File: src/rtl/omc_pkg.sv
// Shared types for the output macrocell.
// Assumes a 2-bit mode code laid out as {S1, S0}.
package omc_pkg;

    // Mode codes. S1 = 1 selects the combinational path, S0 = 1 selects
    // the active-high polarity at the pin.
    typedef enum logic [1:0] {
        OMC_REG_LOW   = 2'b00,
        OMC_REG_HIGH  = 2'b01,
        OMC_COMB_LOW  = 2'b10,
        OMC_COMB_HIGH = 2'b11
    } omc_mode_e;

    localparam int OMC_MIN_TERMS = 8;
    localparam int OMC_MAX_TERMS = 16;

endpackage

File: src/rtl/omc_or_plane.sv
// OR of one row of product terms.
// Assumes NUM_TERMS is even and lies between 8 and 16.
// The OR is built as a chain of partial ORs.
module omc_or_plane #(
    parameter int NUM_TERMS = 8
) (
    input  logic [NUM_TERMS-1:0] terms,
    output logic                 sum
);
    import omc_pkg::*;

    logic [NUM_TERMS:0] partial;

    generate
        if (NUM_TERMS < OMC_MIN_TERMS || NUM_TERMS > OMC_MAX_TERMS
            || (NUM_TERMS % 2) != 0) begin : g_bad_width
            $error("omc_or_plane: NUM_TERMS must be 8, 10, 12, 14 or 16");
        end
    endgenerate

    assign partial[0] = 1'b0;

    // Partial OR chain: stage i adds term i to the running OR
    generate
        for (genvar i = 0; i < NUM_TERMS; i++) begin : g_chain
            assign partial[i+1] = partial[i] | terms[i];
        end
    endgenerate

    assign sum = partial[NUM_TERMS];

endmodule

File: src/rtl/omc_store.sv
// D flip-flop that samples the OR sum.
// Assumes rst_n and clr are synchronous, and that both clear the bit to 0.
module omc_store (
    input  logic clk,
    input  logic rst_n,
    input  logic clr,
    input  logic d,
    output logic q
);

    // Capture the sum each edge. Reset and the shared clear take priority.
    always_ff @(posedge clk) begin
        if (!rst_n) begin
            q <= 1'b0;
        end else if (clr) begin
            q <= 1'b0;
        end else begin
            q <= d;
        end
    end

endmodule

File: src/rtl/omc_pin_drive.sv
// Four-way mode selector and inverting pin driver.
// When disabled, the driver model outputs 0 and drops its enable.
module omc_pin_drive (
    input  logic [1:0] mode,
    input  logic       sum,
    input  logic       q,
    input  logic       oe,
    output logic       pin_out,
    output logic       pin_oe
);
    import omc_pkg::*;

    logic sel;

    // Choose the source before the inverting driver
    always_comb begin
        unique case (omc_mode_e'(mode))
            OMC_REG_LOW:   sel = q;
            OMC_REG_HIGH:  sel = ~q;
            OMC_COMB_LOW:  sel = sum;
            OMC_COMB_HIGH: sel = ~sum;
            default:       sel = sum;
        endcase
    end

    // Inverting driver with enable
    always_comb begin
        pin_oe  = oe;
        pin_out = oe ? ~sel : 1'b0;
    end

endmodule

File: src/rtl/omc_feedback.sv
// Feedback selector to the AND plane.
// S1 = 1 takes the pin level, S1 = 0 takes the inverted stored bit.
// Assumes the pin level is resolved from the driver state.
module omc_feedback (
    input  logic s1,
    input  logic q,
    input  logic pin_out,
    input  logic pin_oe,
    input  logic pin_in,
    output logic fb_true,
    output logic fb_comp
);

    logic pin_level;

    // Resolve the pin: the own driver wins when enabled
    always_comb begin
        pin_level = pin_oe ? pin_out : pin_in;
    end

    // Choose the source and form the literal pair
    always_comb begin
        fb_true = s1 ? pin_level : ~q;
        fb_comp = ~fb_true;
    end

endmodule

File: src/rtl/omc_macrocell.sv
// Top of one configurable output macrocell.
// Wires the OR, the flip-flop, the pin driver and the feedback selector.
// Assumes mode is a static configuration, though changing it between
// cycles is legal.
module omc_macrocell #(
    parameter int NUM_TERMS = 8
) (
    input  logic                 clk,
    input  logic                 rst_n,
    input  logic [NUM_TERMS-1:0] pt_sum,
    input  logic                 pt_oe,
    input  logic                 pt_clr,
    input  logic [1:0]           mode,
    input  logic                 pin_in,
    output logic                 pin_out,
    output logic                 pin_oe,
    output logic                 fb_true,
    output logic                 fb_comp
);

    logic sum;
    logic q;

    omc_or_plane #(.NUM_TERMS(NUM_TERMS)) u_or (
        .terms (pt_sum),
        .sum   (sum)
    );

    omc_store u_store (
        .clk   (clk),
        .rst_n (rst_n),
        .clr   (pt_clr),
        .d     (sum),
        .q     (q)
    );

    omc_pin_drive u_drive (
        .mode    (mode),
        .sum     (sum),
        .q       (q),
        .oe      (pt_oe),
        .pin_out (pin_out),
        .pin_oe  (pin_oe)
    );

    omc_feedback u_fb (
        .s1      (mode[1]),
        .q       (q),
        .pin_out (pin_out),
        .pin_oe  (pin_oe),
        .pin_in  (pin_in),
        .fb_true (fb_true),
        .fb_comp (fb_comp)
    );

endmodule

File: config.mk
export PLATFORM = sky130hd
export DESIGN_NAME = omc_macrocell
export DESIGN_NICKNAME = d
export VERILOG_FILES = /design/src/rtl/omc_pkg.sv /design/src/rtl/omc_or_plane.sv /design/src/rtl/omc_store.sv /design/src/rtl/omc_pin_drive.sv /design/src/rtl/omc_feedback.sv /design/src/rtl/omc_macrocell.sv
export SDC_FILE = /design/constraint.sdc
export NUM_CORES = 1
export LEC_CHECK = 0
export ABC_AREA = 1
export BUFFER_PORTS_ARGS = -buffer_cell sky130_fd_sc_hd__buf_2
export CORE_AREA = 2 2 39 41
export DETAILED_ROUTE_END_ITERATION = 7
export DIE_AREA = 0 0 41 43
export GPL_TIMING_DRIVEN = 1
export PLACE_DENSITY_LB_ADDON = 0.05
export SLEW_MARGIN = 15
export SYNTH_ARGS = -nofsm -noshare
export SYNTH_HDL_FRONTEND = slang
export SYNTH_HIERARCHICAL = 1
export SYNTH_SLANG_ARGS = --single-unit
File: constraint.sdc
create_clock -name clk -period 2.1 [get_ports clk]
set_input_delay 0.21 -clock clk [delete_from_list [all_inputs] [get_ports clk]]
set_output_delay 0.21 -clock clk [all_outputs]
set_load 0.01 [all_outputs]
Word level (Yosys, flattened, before mapping):

Index checks and enable logic that the tools add are counted.
Widths: inputs -> output; s select.

* reduce and logical (&&, ||, !) cells: 2
* bitwise operators: 12
* muxes and demuxes: 4
* eq/ne operators: 3

Operator list (count)
* $or 1x1->1: 7
* $not 1->1: 5
* $eq 2x2->1 const B: 2
* $pmux 1 s4: 1
* $mux 1: 3
* $eq 2x1->1 const B: 1
* $logic_not 2->1: 1
* $reduce_or 2->1: 1

* input port bits: 15
* register bits: 1
* logic and storage cells: 22
* output and inout bits: 4

Depth between registers and ports, before layout:

Gate-level depths: netlist (run 1).

* word-level depth: 14
* gate-level depth with buffers: 12
* depth with buffers taken out: 12

By module:

The synthesis (run 1) kept the hierarchy.

Modules (own cells, without submodules)
* omc_feedback: sequential area each 0.0 um^2, instances 1, cells each 14, area each 57.6 um^2
* omc_or_plane: sequential area each 0.0 um^2, instances 1, cells each 15, area each 56.3 um^2
* omc_pin_drive: sequential area each 0.0 um^2, instances 1, cells each 8, area each 43.8 um^2
* omc_store: sequential area each 20.0 um^2, instances 1, cells each 3, area each 30.0 um^2

Worst setup path after synthesis (run 1):

OpenSTA, ideal clock, no wires.

* path kind: input port to output port
* start point: input pt_sum[0]
* end point: output fb_true
* stages on the path: 11
* data arrival time: 1.108 ns
* path buffers: 0
* path slack: 0.782 ns
* data required time: 1.890 ns
* path through: inv_1 > nand2_1 > nor2_1 > nand2_1 > nand2_1 > a21oi_1 > nor2_1 > inv_1 > nand2_1 > nand3_1 > nand2_1

* longest elaborated chain between the ends: 13

Ends and longest elaborated chain
* start: declaration: RTL line omc_macrocell.sv:10 `input logic [NUM_TERMS-1:0] pt_sum,`
* $or 1x1->1 (*) (7 in a row): RTL line omc_or_plane.sv:26 `assign partial[i+1] = partial[i] | terms[i];`
* net sum: RTL line omc_macrocell.sv:21 `logic sum;`
* $not 1->1: RTL line omc_pin_drive.sv:21 `OMC_COMB_HIGH: sel = ~sum;`
* $pmux 1 s4 (*): RTL line omc_pin_drive.sv:17 `unique case (omc_mode_e'(mode))`
* $not 1->1 (*): RTL line omc_pin_drive.sv:29 `pin_out = oe ? ~sel : 1'b0;`
* $mux 1 (*): RTL line omc_pin_drive.sv:29
* net pin_out: RTL line omc_macrocell.sv:15 `output logic pin_out,`
* $mux 1 (*): RTL line omc_feedback.sv:18 `pin_level = pin_oe ? pin_out : pin_in;`
* $mux 1 (*): RTL line omc_feedback.sv:23 `fb_true = s1 ? pin_level : ~q;`
* end: declaration: RTL line omc_macrocell.sv:17 `output logic fb_true,`

The timed path passes the listed nets; every way through them passes the cells marked *.

Worst setup path after layout (run 1):

* start point: input pt_sum[6]
* end point: output fb_true

* longest elaborated chain between the ends: 8

Ends and longest elaborated chain (RTL line)
* $or 1x1->1 (*) (2 in a row): omc_or_plane.sv:26
* net sum: omc_macrocell.sv:21
* $not 1->1: omc_pin_drive.sv:21
* $pmux 1 s4 (*): omc_pin_drive.sv:17
* $not 1->1 (*): omc_pin_drive.sv:29
* $mux 1 (*): omc_pin_drive.sv:29
* $mux 1 (*): omc_feedback.sv:18
* $mux 1 (*): omc_feedback.sv:23

Marks and branches as above.

==> flow_summary_export.csv, run 1 <==
group,metric,value,unit
route,drc_errors,0,
yosys,ys_seq_area_frac,0.107,
route,drt_iter0_markers,3,
final_layout,seq_area,20.0,sq um
clocking,postCtsSetupBuffers,0,
route,final_antenna_net_count,0,
grt,grt_max_degree,7,
floorplan,die_h,43,um
final_layout,top_register,"u_store/q",
timing,drv_slew,0,
grt,grt.total_usage,0.0620,
yosys,syn_inst,40,
route,routed_wl,434,um
clocking,path_clk_slew,0,ns
timing,tightest_slew,0.176,ns
pwr,p_clk_frac,0,
grt,grt_pass1_wl,834,um
yosys,yosys_warnings,6,
grt,grt_pass1_vias,234,
grt,antenna_found_initial,0,
pwr,power,64.5,uW
floorplan,initial_core_util,0.136,
setup_path,arrival,1.25,ns
timing,hold_viol_final,0,
final_layout,syn2layout_area_growth,54.7,%
clocking,hold_buffers,0,
floorplan,die_x,41,um
setup_path,endpoint_kind,"output port",
timing,tns,0,ns
final_layout,drive_above_1_share,0.368,
pwr,switching_share,0.351,
pwr,pwr-share-comb,0.670,
setup_path,path_class,"input pin to output port",
flow_run,maxCapViolCount,0,
pwr,p_int,41.9,uW
pwr,worst_ir_drop_vdd,0.0000623,V
timing,slew_headroom,0.882,
outcome,status,"completed",
place,port_buffers,18,
final_layout,largest_reg_flops,1,
grt,gr-total-overflow,0,
timing,fmax,0.687,GHz
setup_path,start_kind,"input pin",
yosys,syn_avg_cell_area,4.69,sq um
pwr,p_leak,0.205,nW
place,gp_congestion,0.525,
clocking,post_cts_resize_count,0,
setup_path,cp.required,1.89,ns
timing,setup_viol,0,
yosys,yosysUniqueCellTypes,11,
final_layout,num-fill-cells,175,
timing,setup_ws,0.644,ns
place,dp_hpwl,417,um
yosys,ys_seq_elements,1,
timing,hold_slack,0.375,ns
timing,fin_crit_sh,0.693,
route,dr_total_vias,254,
final_layout,multi_input_area,111,sq um
route,routedWlPerCell,5.95,um
floorplan,dieArea,0.00176,sq mm
place,dp_slack,0.607,ns
floorplan,core_area,0.00138,sq mm
floorplan,io_pins,19,
timing,layout_min_cycle_time,1.46,ns
timing,rsz0062_at_grt,"no",
route,routed_via_density,3.48,
yosys,syn_nets,55,
final_layout,top_regs,"u_store/q: 1 flops",
pwr,switchingPower,22.6,uW
pwr,seq_power_share,0.330,
floorplan,rows,14,
pwr,power_density,222,mW/mm^2
final_layout,diodes,0,
final_layout,final_nets,74,
worst_hold_path,min_path_type,"input pin to register",
setup_path,crit_fanout,3,
route,firstDrtPassIters,4,
yosys,synth.cell_area,188,sq um
==> metal layers <==
metal	vias to the layer above	global-route usage	wire (um)
li1	144	-	-
met1	100	0.0698	165
met2	10	0.125	221
met3	0	0	47
met4	0	0	0
met5	-	0	0
==> critical path, cell delays in order <==
cell and delay (ns):
buf_2 0.09, inv_1 0.04, nand2_1 0.04, nor2_1 0.10, nand2_1 0.07, nand2_1 0.10, a21oi_1 0.07, nor2_1 0.17
inv_1 0.06, nand2_1 0.06, nand3_1 0.07, nand2_1 0.05, buf_2 0.12
==> Yosys cell counts <==
| cell | n | area (sq um) |
|---|---|---|
| buf_4 | 1 | 7.51 |
| a21oi_1 | 1 | 5.00 |
| nand3_1 | 2 | 10.0 |
| nand3_2 | 1 | 10.0 |
| nand2_2 | 1 | 6.26 |
| nor2_2 | 1 | 6.26 |
| dfxtp_1 | 1 | 20.0 |
| nand2_1 | 15 | 56.3 |
| inv_1 | 13 | 48.8 |
| or2_0 | 1 | 6.26 |
| nor2_1 | 3 | 11.3 |
==> per-stage QoR <==
step,area (sq um),instances,util
5_1_grt,290,73,0.210
4_1_cts,290,73,0.210
6_report,290,73,0.210
3_3_place_gp,290,73,0.210
3_5_place_dp,290,73,0.210
2_1_floorplan,188,40,-
==> cells in the final DEF (no fill, tap or decap), drive strengths merged <==
master	synthesis	layout
buf	1	18
nand2	16	16
inv	13	13
nor2	4	4
nand3	3	3
a21oi	1	1
or2	1	1
dfxtp	1	1
==> final cells by class <==
type / instances / share of cell area
Inverter: 13 / 0.168
Multi-Input combinational cell: 25 / 0.384
Sequential cell: 1 / 0.0690
Tap cell: 16 / 0.0690
Timing Repair Buffer: 18 / 0.310
==> path summary, 6_finish.rpt <==
path	start	end	cells after the start
max	pt_sum[6]	fb_true	13
min	pt_clr	u_store/q	2
==> power groups by stage <==
stage / clock [mW] / combinational (mW) / sequential (mW)
2_1_floorplan: 0 / 0.0235 / 0.0211
3_3_place_gp: 0 / 0.0450 / 0.0213
3_5_place_dp: 0 / 0.0444 / 0.0213
4_1_cts: 0 / 0.0445 / 0.0213
5_1_grt: 0 / 0.0521 / 0.0215
6_report: 0 / 0.0432 / 0.0213
==> cell families (layout without fill, tap and decap cells) <==
logic type / after synthesis / after routing / synth area share
compound gates: 1 / 1 / 0.0266
buf+inv: 14 / 31 / 0.300
flops: 1 / 1 / 0.107
simple gates: 24 / 24 / 0.567
Power figures use the tool's default switching activity.
==> run 2, diff against run 1 <==
- clock period: 2.1 -> 1.28 ns (I/O delays scaled with it)
==> flow_summary_export.csv, run 2 (synthesized netlist as in run 1, its figures left out) <==
group,metric,value,unit
outcome,status,"completed",
setup_path,critPathTopFamily,"simple AND/OR/NAND/NOR gates",
grt,antenna_found_initial,0,
floorplan,core_area,0.00138,sq mm
place,gp_congestion,0.522,
route,drc_errors,0,
timing,layout_min_cycle_time,1.23,ns
floorplan,die_x,41,um
final_layout,final_core_util,0.269,
timing,rsz0062_at_grt,"yes",
route,firstDrtPassIters,1,
pwr,worst_ir_drop_vdd,0.000111,V
timing,hold_slack,0.296,ns
setup_path,arrival,1.10,ns
flow_run,maxCapViolCount,0,
setup_path,crit_cells,13,
route,routed_wl,476,um
setup_path,crit_fanout,3,
grt,grt.total_usage,0.0561,
route,top_layer,"met3",
floorplan,die_h,43,um
timing,hold_viol_final,0,
pwr,power_density,338,mW/mm^2
timing,slew_headroom,0.915,
setup_path,start_kind,"input pin",
final_layout,final_common_cell,"buf_2",
route,dr_wl_met2,241,um
worst_hold_path,min_path_type,"input pin to register",
timing,setup_viol,0,
route,routed_via_density,3.50,
place,port_buffers,18,
timing,fin_crit_sh,0.963,
setup_path,critPathMostFrequentCell,"nand2_1",
final_layout,top_regs,"u_store/q: 1 flops",
final_layout,final_nets,79,
setup_path,endpoint_kind,"output port",
setup_path,cpPeakStageDelay,0.14,ns
grt,grt_max_degree,7,
final_layout,syn2layout_area_growth,98.0,%
final_layout,final_cell_mix,"14 x buf_2, 11 x nand2_1, 7 x inv_1, 6 x inv_2",
clocking,path_clk_slew,0,ns
final_layout,final_cells,78,
grt,grt_pass1_wl,765,um
timing,setup_ws,0.0479,ns
setup_path,path_class,"input pin to output port",
pwr,p_leak,0.230,nW
final_layout,largest_reg_flops,1,
grt,grt_pass1_vias,250,
place,dp_cells,75,
route,routedWlPerCell,6.10,um
route,drt_iter0_markers,0,
setup_path,slowest_stage,"nor2_2",
timing,tightest_slew,0.128,ns
floorplan,io_pins,19,
final_layout,drive_above_1_share,0.629,
setup_path,cp.required,1.15,ns
route,final_antenna_net_count,0,
worst_hold_path,hold_path_depth,2,
final_layout,top_register,"u_store/q",
route,wl_met3,44,um
floorplan,rows,14,
setup_path,cp_cell_sequence,"buf_6 > inv_2 > nand2_1 > nor2_1 > nand2_2 > nand2_2 > a21oi_2 > nor2_2 > inv_1 > nand2_1 > nand3_1 > nand2_1 > buf_2",
timing,tns,0,ns
final_layout,diodes,0,
timing,drv_slew,0,
route,wl_met1,190,um
route,dr_total_vias,273,
clocking,hold_buffers,0,
place,dp_hpwl,403,um
setup_path,crit_buf_inv,4,
floorplan,initial_core_util,0.136,
timing,fmax,0.812,GHz
place,dp_slack,-0.0511,ns
grt,gr-total-overflow,0,
floorplan,dieArea,0.00176,sq mm
[run 2: worst paths after layout]
kind / startpoint / end / slack, ns
setup / recovery: pt_sum[3] / fb_true / 0.05
hold / removal: pt_clr / u_store/q / 0.30
[run 2: layout make-up]
cell class	instances	area (sq um)
tap	16	20.0
multi-input combinational	25	130
sequential	1	20.0
inverter	13	48.8
fill	165	1010
timing repair buffer	23	153
[run 2: report_power, final]
group | switching, mW | internal [mW]
combinational | 0.0425 | 0.0483
clock | 0 | 0
sequential | 0.00131 | 0.0336
total | 0.0438 | 0.0819
[run 2: routing by layer]
metal,vias to the layer above,global-route usage
met2,10,0.116
met5,-,0
met1,109,0.0605
li1,154,-
met3,0,0
met4,0,0
[run 2: through the flow]
stage	area, sq um	power, mW
6_report	372	0.126
4_1_cts	337	0.115
3_5_place_dp	305	0.111
5_1_grt	372	0.138
3_3_place_gp	305	0.111
2_1_floorplan	188	0.0733
[run 2: repair_timing]
| item | in CTS | in global routing |
|---|---|---|
| endpoints found under the setup margin | 2 | 3 |
| setup buffers | 3 | 0 |
| pin swaps | 4 | 13 |
| gates resized for setup | 3 | 14 |
==> run 3, diff against run 2 <==
==> constraint.sdc (replaced) <==
create_clock -name clk -period 1.28 [get_ports clk]
set_input_delay 0.192 -clock clk [delete_from_list [all_inputs] [get_ports clk]]
set_output_delay 0.192 -clock clk [all_outputs]
set_load 0.01 [all_outputs]
==> flow_summary_export.csv, run 3 (synthesized netlist as in run 1, its figures left out) <==
group,metric,value,unit
outcome,status,"complete, but fails checks",
outcome,violations,"setup timing",
final_layout,final_nets,80,
grt,grt_pass1_wl,731,um
floorplan,die_h,43,um
grt,grt_max_degree,6,
route,drc_errors,0,
final_layout,diodes,0,
route,final_antenna_net_count,0,
timing,rsz0062_at_grt,"yes",
timing,layout_min_cycle_time,1.34,ns
setup_path,path_class,"input pin to output port",
flow_run,maxCapViolCount,0,
timing,setup_ws,-0.0640,ns
route,routed_via_density,3.49,
timing,tightest_slew,0.150,ns
final_layout,fin_area,389,sq um
worst_hold_path,hold_path_depth,2,
final_layout,multi_input_area,130,sq um
floorplan,dieArea,0.00176,sq mm
worst_hold_path,hold_path.startpoint,"pt_clr",
place,dp_slack,-0.162,ns
setup_path,arrival,1.15,ns
floorplan,initial_core_util,0.136,
final_layout,num-fill-cells,166,
setup_path,crit_fanout,3,
place,port_buffers,18,
pwr,power_density,353,mW/mm^2
place,dp_hpwl,415,um
route,routedWlPerCell,6.24,um
final_layout,drive_above_1_share,0.587,
timing,hold_viol_final,0,
worst_hold_path,min_to,"u_store/q",
route,firstDrtPassIters,3,
route,dr_total_vias,276,
floorplan,rows,14,
floorplan,die_x,41,um
timing,fmax,0.744,GHz
final_layout,syn2layout_area_growth,107,%
timing,setup_viol,3,
timing,drv_slew,0,
final_layout,seq_area,20.0,sq um
setup_path,endpoint_kind,"output port",
timing,slew_headroom,0.900,
setup_path,cp.required,1.09,ns
route,routed_wl,493,um
place,placed_cell_area,315,sq um
grt,grt.total_usage,0.0550,
floorplan,core_area,0.00138,sq mm
final_layout,largest_reg_flops,1,
grt,grt_pass1_vias,218,
worst_hold_path,min_path_type,"input pin to register",
pwr,p_leak,0.239,nW
grt,antenna_found_initial,0,
setup_path,start_kind,"input pin",
clocking,path_clk_slew,0,ns
final_layout,top_register,"u_store/q",
timing,fin_crit_sh,1.05,
pwr,worst_ir_drop_vdd,0.0000892,V
place,gp_congestion,0.510,
grt,gr-total-overflow,0,
final_layout,final_cell_mix,"13 x buf_2, 12 x nand2_1, 8 x inv_1, 6 x buf_6",
clocking,hold_buffers,0,
route,drt_iter0_markers,1,
final_layout,top_regs,"u_store/q: 1 flops",
final_layout,final_common_cell,"buf_2",
floorplan,io_pins,19,
## run 3: cell count changes in the layout (fill, tap and decap cells not counted)
cell,change
inv_1,+1
inv_2,-1
nand2_1,+1
nor2_1,+1
buf_6,+2
nor2_4,+1
nor2_2,-2
nand2_2,-1
buf_2,-1
## run 3: routing by layer
layer / global-route usage / routed length [um] / vias to the layer above
met5: 0 / 0 / -
li1: - / - / 156
met2: 0.119 / 268 / 12
met4: 0 / 0 / 0
met1: 0.0540 / 179 / 108
met3: 0 / 44 / 0
## run 3: area by class of cell
type | instances | area share
timing repair buffer | 24 | 0.437
sequential | 1 | 0.0514
multi-input combinational | 25 | 0.334
inverter | 13 | 0.125
tap | 16 | 0.0514
## run 3: worst max-delay path, stage by stage
cell and delay, ns:
buf_2 0.09, inv_1 0.04, nand2_1 0.05, nor2_1 0.09, nand2_1 0.08, nand2_2 0.08
nand3_2 0.06, nand2_2 0.07, nor2_4 0.04, buf_4 0.13, buf_6 0.10, buf_6 0.11
## run 3: timing repair
action / CTS / global route
gates cloned: 0 / 0
buffers inserted: 3 / 2
resized for setup: 9 / 7
pin swaps: 13 / 4
endpoints found under the setup margin: 3 / 4
## run 3: per-stage QoR
step	cells	power [mW]	util	setup TNS [ns]	hold slack, ns
detailed placement	76	0.114	0.228	-0.367	0.360
global route	79	0.149	0.281	-0.454	0.360
finish	79	0.137	0.281	-0.132	0.353
floorplan	40	0.0744	-	0	0.259
global placement	76	0.115	0.228	-0.369	0.358
CTS	79	0.126	0.267	-0.128	0.359
## run 3: worst max-delay path by stage
stage | cells past startpoint | start | to
2_1_floorplan | 11 | pt_sum[0] | fb_true
3_3_place_gp | 13 | pt_sum[6] | fb_true
3_5_place_dp | 13 | pt_sum[6] | fb_true
4_1_cts | 13 | pt_sum[7] | fb_true
5_1_grt | 14 | pt_sum[7] | fb_true
6_report | 12 | pt_sum[0] | pin_out
## run 3: power breakdown
group	switching [mW]	total (mW)	internal (mW)
clock network	0	0	0
logic	0.0444	0.102	0.0579
registers	0.00138	0.0349	0.0336
